==> config.mk <==
export PLATFORM = sky130hd
export DESIGN_NAME = irq_poll_unit
export DESIGN_NICKNAME = d
export VERILOG_FILES = /design/src/rtl/irq_poll_pkg.sv /design/src/rtl/irq_poll_ctl.sv /design/src/rtl/irq_poll_dp.sv /design/src/rtl/irq_poll_unit.sv
export SDC_FILE = /design/constraint.sdc
export NUM_CORES = 1
export LEC_CHECK = 0
export ABC_AREA = 1
export CAP_MARGIN = 20
export CORE_MARGIN = 5
export CORE_UTILIZATION = 39
export CTS_CLUSTER_SIZE = 20
export DETAILED_ROUTE_END_ITERATION = 6
export DONT_BUFFER_PORTS = 1
export PLACE_DENSITY_LB_ADDON = 0.3
export SYNTH_ARGS = -nofsm -noshare
export SYNTH_HDL_FRONTEND = slang
export SYNTH_SLANG_ARGS = --single-unit
==> constraint.sdc <==
create_clock -name clk -period 2.8 [get_ports clk]
set_clock_uncertainty 0.15 [all_clocks]
set_input_delay 0.42 -clock clk [delete_from_list [all_inputs] [get_ports clk]]
set_output_delay 0.42 -clock clk [all_outputs]
set_load 0.01 [all_outputs]
==> src/rtl/irq_poll_pkg.sv <==
package irq_poll_pkg;
  // Decisions passed from the control section to the datapath each cycle.
  typedef struct packed {
    logic setReq;   // raise the request
    logic clrReq;   // drop the request (wins over setReq)
    logic grant;    // poll answered with acknowledge
    logic cancel;   // poll answered with cancel
    logic clrAct;   // drop the active bit (loses to grant)
  } irq_strobe_t;

  localparam int STAT_W = 16;
  localparam int REQ_POS = STAT_W - 3;  // bit 2 counted from the MSB
  localparam int ACT_POS = STAT_W - 4;  // bit 3 counted from the MSB
endpackage

==> src/rtl/irq_poll_ctl.sv <==
module irq_poll_ctl
  import irq_poll_pkg::*;
(
  input  logic        clk,
  input  logic        rstN,
  input  logic        setIntDirect,
  input  logic        setIntProg,
  input  logic        resetIntStrobe,
  input  logic        pollIn,
  input  logic        ctlWrite,
  input  logic        ctlIrqReset,
  input  logic        xferError,
  input  logic        termEvent,
  input  logic        clearIfEnable,
  input  logic        startIo,
  input  logic        progReset,
  input  logic        ifClear,
  input  logic        reqState,
  output irq_strobe_t strb
);
  logic pollPrev;
  logic stopLatch;
  logic pollEdge;
  logic abortEvent;
  logic abortFire;

  assign pollEdge   = pollIn & ~pollPrev;
  assign abortEvent = xferError | (termEvent & clearIfEnable);
  assign abortFire  = abortEvent & ~stopLatch & ~startIo;

  always_ff @(posedge clk or negedge rstN) begin
    if (!rstN) begin
      pollPrev  <= 1'b0;
      stopLatch <= 1'b0;
    end else begin
      pollPrev <= pollIn;
      if (startIo)
        stopLatch <= 1'b0;
      else if (abortEvent)
        stopLatch <= 1'b1;
    end
  end

  always_comb begin
    strb.grant  = pollEdge & reqState;
    strb.cancel = pollEdge & ~reqState;
    strb.setReq = setIntDirect | setIntProg | abortFire;
    strb.clrReq = progReset | (ctlWrite & ctlIrqReset) | strb.grant;
    strb.clrAct = resetIntStrobe | ifClear;
  end
endmodule

==> src/rtl/irq_poll_dp.sv <==
module irq_poll_dp
  import irq_poll_pkg::*;
#(
  parameter int DEV_W = 8
) (
  input  logic              clk,
  input  logic              rstN,
  input  irq_strobe_t       strb,
  input  logic [DEV_W-1:0]  devNumCfg,
  output logic              reqState,
  output logic              irqReq,
  output logic              pollAck,
  output logic              pollCancel,
  output logic [DEV_W-1:0]  devNumOut,
  output logic [STAT_W-1:0] statusWord
);
  logic reqQ;
  logic actQ;
  logic ackQ;
  logic cancelQ;
  logic [DEV_W-1:0] devQ;

  always_ff @(posedge clk or negedge rstN) begin
    if (!rstN) begin
      reqQ    <= 1'b0;
      actQ    <= 1'b0;
      ackQ    <= 1'b0;
      cancelQ <= 1'b0;
      devQ    <= '0;
    end else begin
      if (strb.clrReq)
        reqQ <= 1'b0;
      else if (strb.setReq)
        reqQ <= 1'b1;
      if (strb.grant)
        actQ <= 1'b1;
      else if (strb.clrAct)
        actQ <= 1'b0;
      ackQ    <= strb.grant;
      cancelQ <= strb.cancel;
      devQ    <= strb.grant ? devNumCfg : '0;
    end
  end

  assign reqState   = reqQ;
  assign irqReq     = reqQ;
  assign pollAck    = ackQ;
  assign pollCancel = cancelQ;
  assign devNumOut  = devQ;

  for (genvar i = 0; i < STAT_W; i++) begin : g_stat
    if (i == REQ_POS) begin : g_req
      assign statusWord[i] = reqQ;
    end else if (i == ACT_POS) begin : g_act
      assign statusWord[i] = actQ;
    end else begin : g_zero
      assign statusWord[i] = 1'b0;
    end
  end
endmodule

==> src/rtl/irq_poll_unit.sv <==
module irq_poll_unit
  import irq_poll_pkg::*;
#(
  parameter int DEV_W = 8
) (
  input  logic             clk,
  input  logic             rstN,
  input  logic             setIntDirect,
  input  logic             setIntProg,
  input  logic             resetIntStrobe,
  input  logic             pollIn,
  input  logic             ctlWrite,
  input  logic             ctlIrqReset,
  input  logic             xferError,
  input  logic             termEvent,
  input  logic             clearIfEnable,
  input  logic             startIo,
  input  logic             progReset,
  input  logic             ifClear,
  input  logic [DEV_W-1:0] devNumCfg,
  output logic             irqReq,
  output logic             pollAck,
  output logic             pollCancel,
  output logic [DEV_W-1:0] devNumOut,
  output logic [15:0]      statusWord
);
  irq_strobe_t strb;
  logic reqState;

  irq_poll_ctl u_ctl (
    .clk(clk), .rstN(rstN),
    .setIntDirect(setIntDirect), .setIntProg(setIntProg),
    .resetIntStrobe(resetIntStrobe), .pollIn(pollIn),
    .ctlWrite(ctlWrite), .ctlIrqReset(ctlIrqReset),
    .xferError(xferError), .termEvent(termEvent),
    .clearIfEnable(clearIfEnable), .startIo(startIo),
    .progReset(progReset), .ifClear(ifClear),
    .reqState(reqState), .strb(strb)
  );

  irq_poll_dp #(.DEV_W(DEV_W)) u_dp (
    .clk(clk), .rstN(rstN), .strb(strb), .devNumCfg(devNumCfg),
    .reqState(reqState), .irqReq(irqReq), .pollAck(pollAck),
    .pollCancel(pollCancel), .devNumOut(devNumOut),
    .statusWord(statusWord)
  );
endmodule

---- Yosys cells after proc, flatten, opt, wreduce, memory -nomap -nowiden ----
Index checks and enable logic that the tools add are counted.
word-level totals
  bits of input ports ..................... 22
  word-level logic and storage cells ...... 34
  flip-flop bits (word level) ............. 14
  output and inout port bits .............. 27
cells by class
  multiplexer cells ....................... 7
  bitwise logic cells ..................... 17
  reduce and logical (&&, ||, !) cells .... 3
operators by type and width
  operator           number
  $mux 8             1
  $and 1x1->1        7
  $mux 1             6
  $or 1x1->1         6
  $reduce_bool 2->1  3
  $not 1->1          4

---- Longest topological paths before layout ----
  word-level depth ........................ 7
  gate-level depth with buffers ........... 4
  gate-level depth less buffers ........... 4

---- Modules after synthesis ----
A second synthesis with hierarchy kept.
unflattened totals
  cell total of the unflattened synthesis .. 75
  area, all modules ....................... 659.4 µm²
modules (own cells, without submodules)
  module        seq. area each (µm²)  area an instance (µm²)  cells each  instances
  irq_poll_dp   300.3                 525.5                   53          1
  irq_poll_ctl  50.0                  133.9                   22          1

---- Worst setup path before layout ----
Ideal clock, no wire load.
  kind .................................... register to output
  start ................................... register u_dp.reqQ, in the netlist u_dp.irqReq
  end ..................................... output statusWord[13]
  path buffers ............................ 1
  required time ........................... 2.230 ns
  stages on the path, launching flop included .. 2
  slack ................................... 1.638 ns
  data arrival time ....................... 0.592 ns
  cell sequence ........................... dfrtp_1 buf_4
RTL lines
  item                    line                 text
  from (decl)             irq_poll_dp.sv:17    logic reqQ;
  from (signal assigned)  irq_poll_dp.sv:25    reqQ <= 1'b0;
  from (signal assigned)  irq_poll_dp.sv:32    reqQ <= 1'b0;
  from (signal assigned)  irq_poll_dp.sv:34    reqQ <= 1'b1;
  to (decl)               irq_poll_unit.sv:25  output logic [15:0] statusWord
No word-level cell between the ends.

---- Final worst setup path ----
  start ................................... register u_dp.reqQ, in the netlist u_dp.irqReq
  end ..................................... output irqReq
RTL lines
  item       line                 text
  to (decl)  irq_poll_unit.sv:21  output logic irqReq,
No word-level cell between the ends.

==> impl_summary.txt <==
----------------------------------------------------
[STA]
  Final critical-path setup slack ... 1.44 ns
  Transition time at the pin with the least slew margin ... 0.609 ns
  Tmin final ... 1.36 ns
  Max-slew violation count ... 0
  Post-Route Hold Slack ... 0.100 ns
  Final-report hold violation count ... 0
  Setup-violating endpoint count in the final report ... 0
  RSZ-0062 raised after global routing ... no
  Share of the clock period used by the worst path after layout ... 48.5%
  Highest clock frequency the design can meet ... 0.736 GHz
  Post-Route Setup TNS ... 0 ns
  Worst max-slew margin expressed relative to the limit ... 59.2%

[Setup path]
  Worst EP arrival ... 0.79 ns
  Critical path required time ... 2.23 ns
  Reg2Reg Setup Slack ... 1.48 ns
  Type of the worst setup path ... reg -> out
  Critical path peak fanout ... 5
  Nature of the critical path endpoint ... output port
  Critical path startpoint category ... flip-flop

[Pwr]
  Share of total power consumed by net switching ... 23.5%
  Cell-internal power ... 296 uW
  IR Drop Worst-Case VDD ... 0.169 mV
  Clock share of power ... 36.0%
  Switching pwr ... 91.2 uW
  Reg power frac ... 56.1%
  Power Density ... 587 mW/mm^2
  Leakage power ... 0.000397 uW
  Combinational share of power ... 7.9%

[Clock tree]
  Buffers inserted by post-CTS timing repair ... 0
  Clock tree from TritonCTS ... yes
  Number of buffers inserted during clock tree synthesis ... 3
  Clk pin slew, worst setup/hold paths ... 0.08 ns
  Maximum clock insertion buffer count ... 2
  Clock latency on the worst-skew pair ... 0.27 ns
  H-tree lvl count ... 1
  Hold Buf Count CTS ... 1
  CTS sink count ... 14
  CTS root buffer ... sky130_fd_sc_hd__clkbuf_4
  Count of instances resized after the clock tree is built ... 0

[Die]
  Boundary Pins ... 49
  Die X-Extent ... 51.3 um
  Initial cell density of the core ... 39.9%
  Die ar. ... 0.00263 mm^2
  Vertical extent of the die ... 51.3 um
  Floorplan row count ... 15
  Area inside the core boundary ... 0.00167 mm^2

[Logic synthesis]
  Leading cell type by number of instances after synthesis ... sky130_fd_sc_hd__buf_4
  Number of standard cells after synthesis ... 70
  Area leader, netlist ... sky130_fd_sc_hd__dfrtp_1
  Prevailing post-synth register cell ... sky130_fd_sc_hd__dfrtp_1
  Ranking of synthesized cells by instance count ... sky130_fd_sc_hd__buf_4, sky130_fd_sc_hd__dfrtp_1, sky130_fd_sc_hd__inv_1
  Mean instance size in the synthesized netlist ... 9.51 um^2
  Most area-consuming cells after synthesis ... sky130_fd_sc_hd__dfrtp_1, sky130_fd_sc_hd__buf_4, sky130_fd_sc_hd__inv_1
  Area share of the leading cell type in the synthesized netlist ... 52.6%
  Cell variety after synth ... 12
  Warning count from the yosys run ... 0
  Post-synthesis register bit count ... 14
  Async S/R FF share, synth ... 100%
  Number of enable flip-flop cells after synthesis ... 0
  Register area share after synthesis ... 52.6%
  Mapped Area ... 666 um^2

[Cells and area]
  Fraction of final layout cells sized beyond drive strength 1 ... 18.1%
  Core utilization of the finished layout ... 39.6%
  Antenna fix cells ... 0
  Synthesis-to-finish area growth ... -0.752%
  Final non-filler cell area ... 661 um^2
  Final #Nets ... 95

[Routing]
  Routed WL per cell ... 11.1 um
  Routed wire length ... 985 um
  Post-route antenna net violation count ... 0
  Count of unresolved DRC violations after routing ... 0
  Routed vias/inst ... 4.07
  Router iterations before antenna repair ... 4
  Vias post-DR ... 362
  DR iter-0 viols ... 1

[Global route]
  Antenna violations before repair ... 0
  Total routing resource utilization after global routing ... 7.01%
  Number of global-route vias before repair ... 305
  Wire length of the first global-routing pass ... 1.28 mm
  Grt total ovfl ... 0
  Largest net degree at the start of global routing ... 15

[Worst hold path]
  Hold/Removal Path Class ... in -> reg

[Placed design]
  Global placer's final weighted congestion ... 0.639
  DP Worst Slack ... 1.47 ns
  Number of buffer cells added on primary ports ... 0
  Final HPWL DP ... 798 um
  Post-place instance area ... 604 um^2

[Flow run]
  Number of max-capacitance violations reported ... 0

[Status]
  Result of the run ... finished clean

----------------------------------------------------
metal layers:
| layer | share of wire [%] | wire length (um) | vias to the layer above | track usage (%) |
|---|---|---|---|---|
| met4 | 0 | 0 | 0 | 7.86 |
| met3 | 16 | 153 | 0 | 3.79 |
| met5 | 0 | 0 | - | 0 |
| li1 | - | - | 171 | - |
| met1 | 32 | 312 | 165 | 6.40 |
| met2 | 53 | 519 | 26 | 10.3 |
power groups by stage:
stage / logic [uW] / registers, uW / clock network (uW)
6_report: 30.5 / 217 / 140
5_1_grt: 34.8 / 218 / 157
4_1_cts: 29.5 / 218 / 147
3_5_place_dp: 24.7 / 222 / 0
3_3_place_gp: 24.3 / 222 / 0
2_1_floorplan: 41.9 / 219 / 0
layout make-up:
class / count / area, um^2
timing repair buffer: 2 / 20.0
inverter: 14 / 52.6
fill: 176 / 1010
tap: 17 / 21.3
multi-input combinational: 38 / 180
sequential: 14 / 350
clock buffer: 4 / 36.3
flip-flops by register name, summed over array words and instances, names as in the netlist:
name,flops
u_dp.irqReq,1
u_ctl.stopLatch,1
u_dp.pollAck,1
u_dp.devNumOut,8
u_dp.actQ,1
u_dp.pollCancel,1
u_ctl.pollPrev,1
cells in the final DEF (no fill, tap or decap), drive strengths merged:
cell type,netlist,final
inv,14,14
dlygate4sd3,0,2
a21oi,2,2
o21bai,1,1
nor2,12,12
conb,1,14
nand2,8,8
nand3,1,1
clkbuf,0,4
dfrtp,14,14
stage by stage:
stage	std cells	power, uW
floorplan	83	261
global placement	83	246
detailed placement	83	247
CTS	88	395
global route	89	410
finish	89	388
worst paths after layout:
path / from / cells past startpoint / endpoint
setup / recovery: u_dp.irqReq / 0 / irqReq
hold reg to reg: u_ctl.pollPrev / 3 / u_dp.pollCancel
hold / removal: pollIn / 2 / u_dp.pollCancel
min in group asynchronous: rstN / 1 / u_dp.pollCancel
setup reg to reg: u_dp.irqReq / 3 / u_dp.irqReq
max in group asynchronous: rstN / 1 / u_dp.devNumOut[5]
cells by family after synthesis:
group,after synthesis,share of synthesized area (%)
buffers and inverters,31,27.6
AND/OR/NAND/NOR,21,16.5
flip-flops,14,52.6
AO/OA/AOI/OAI,3,2.63
other,1,0.563
Power figures use the tool's default switching activity.
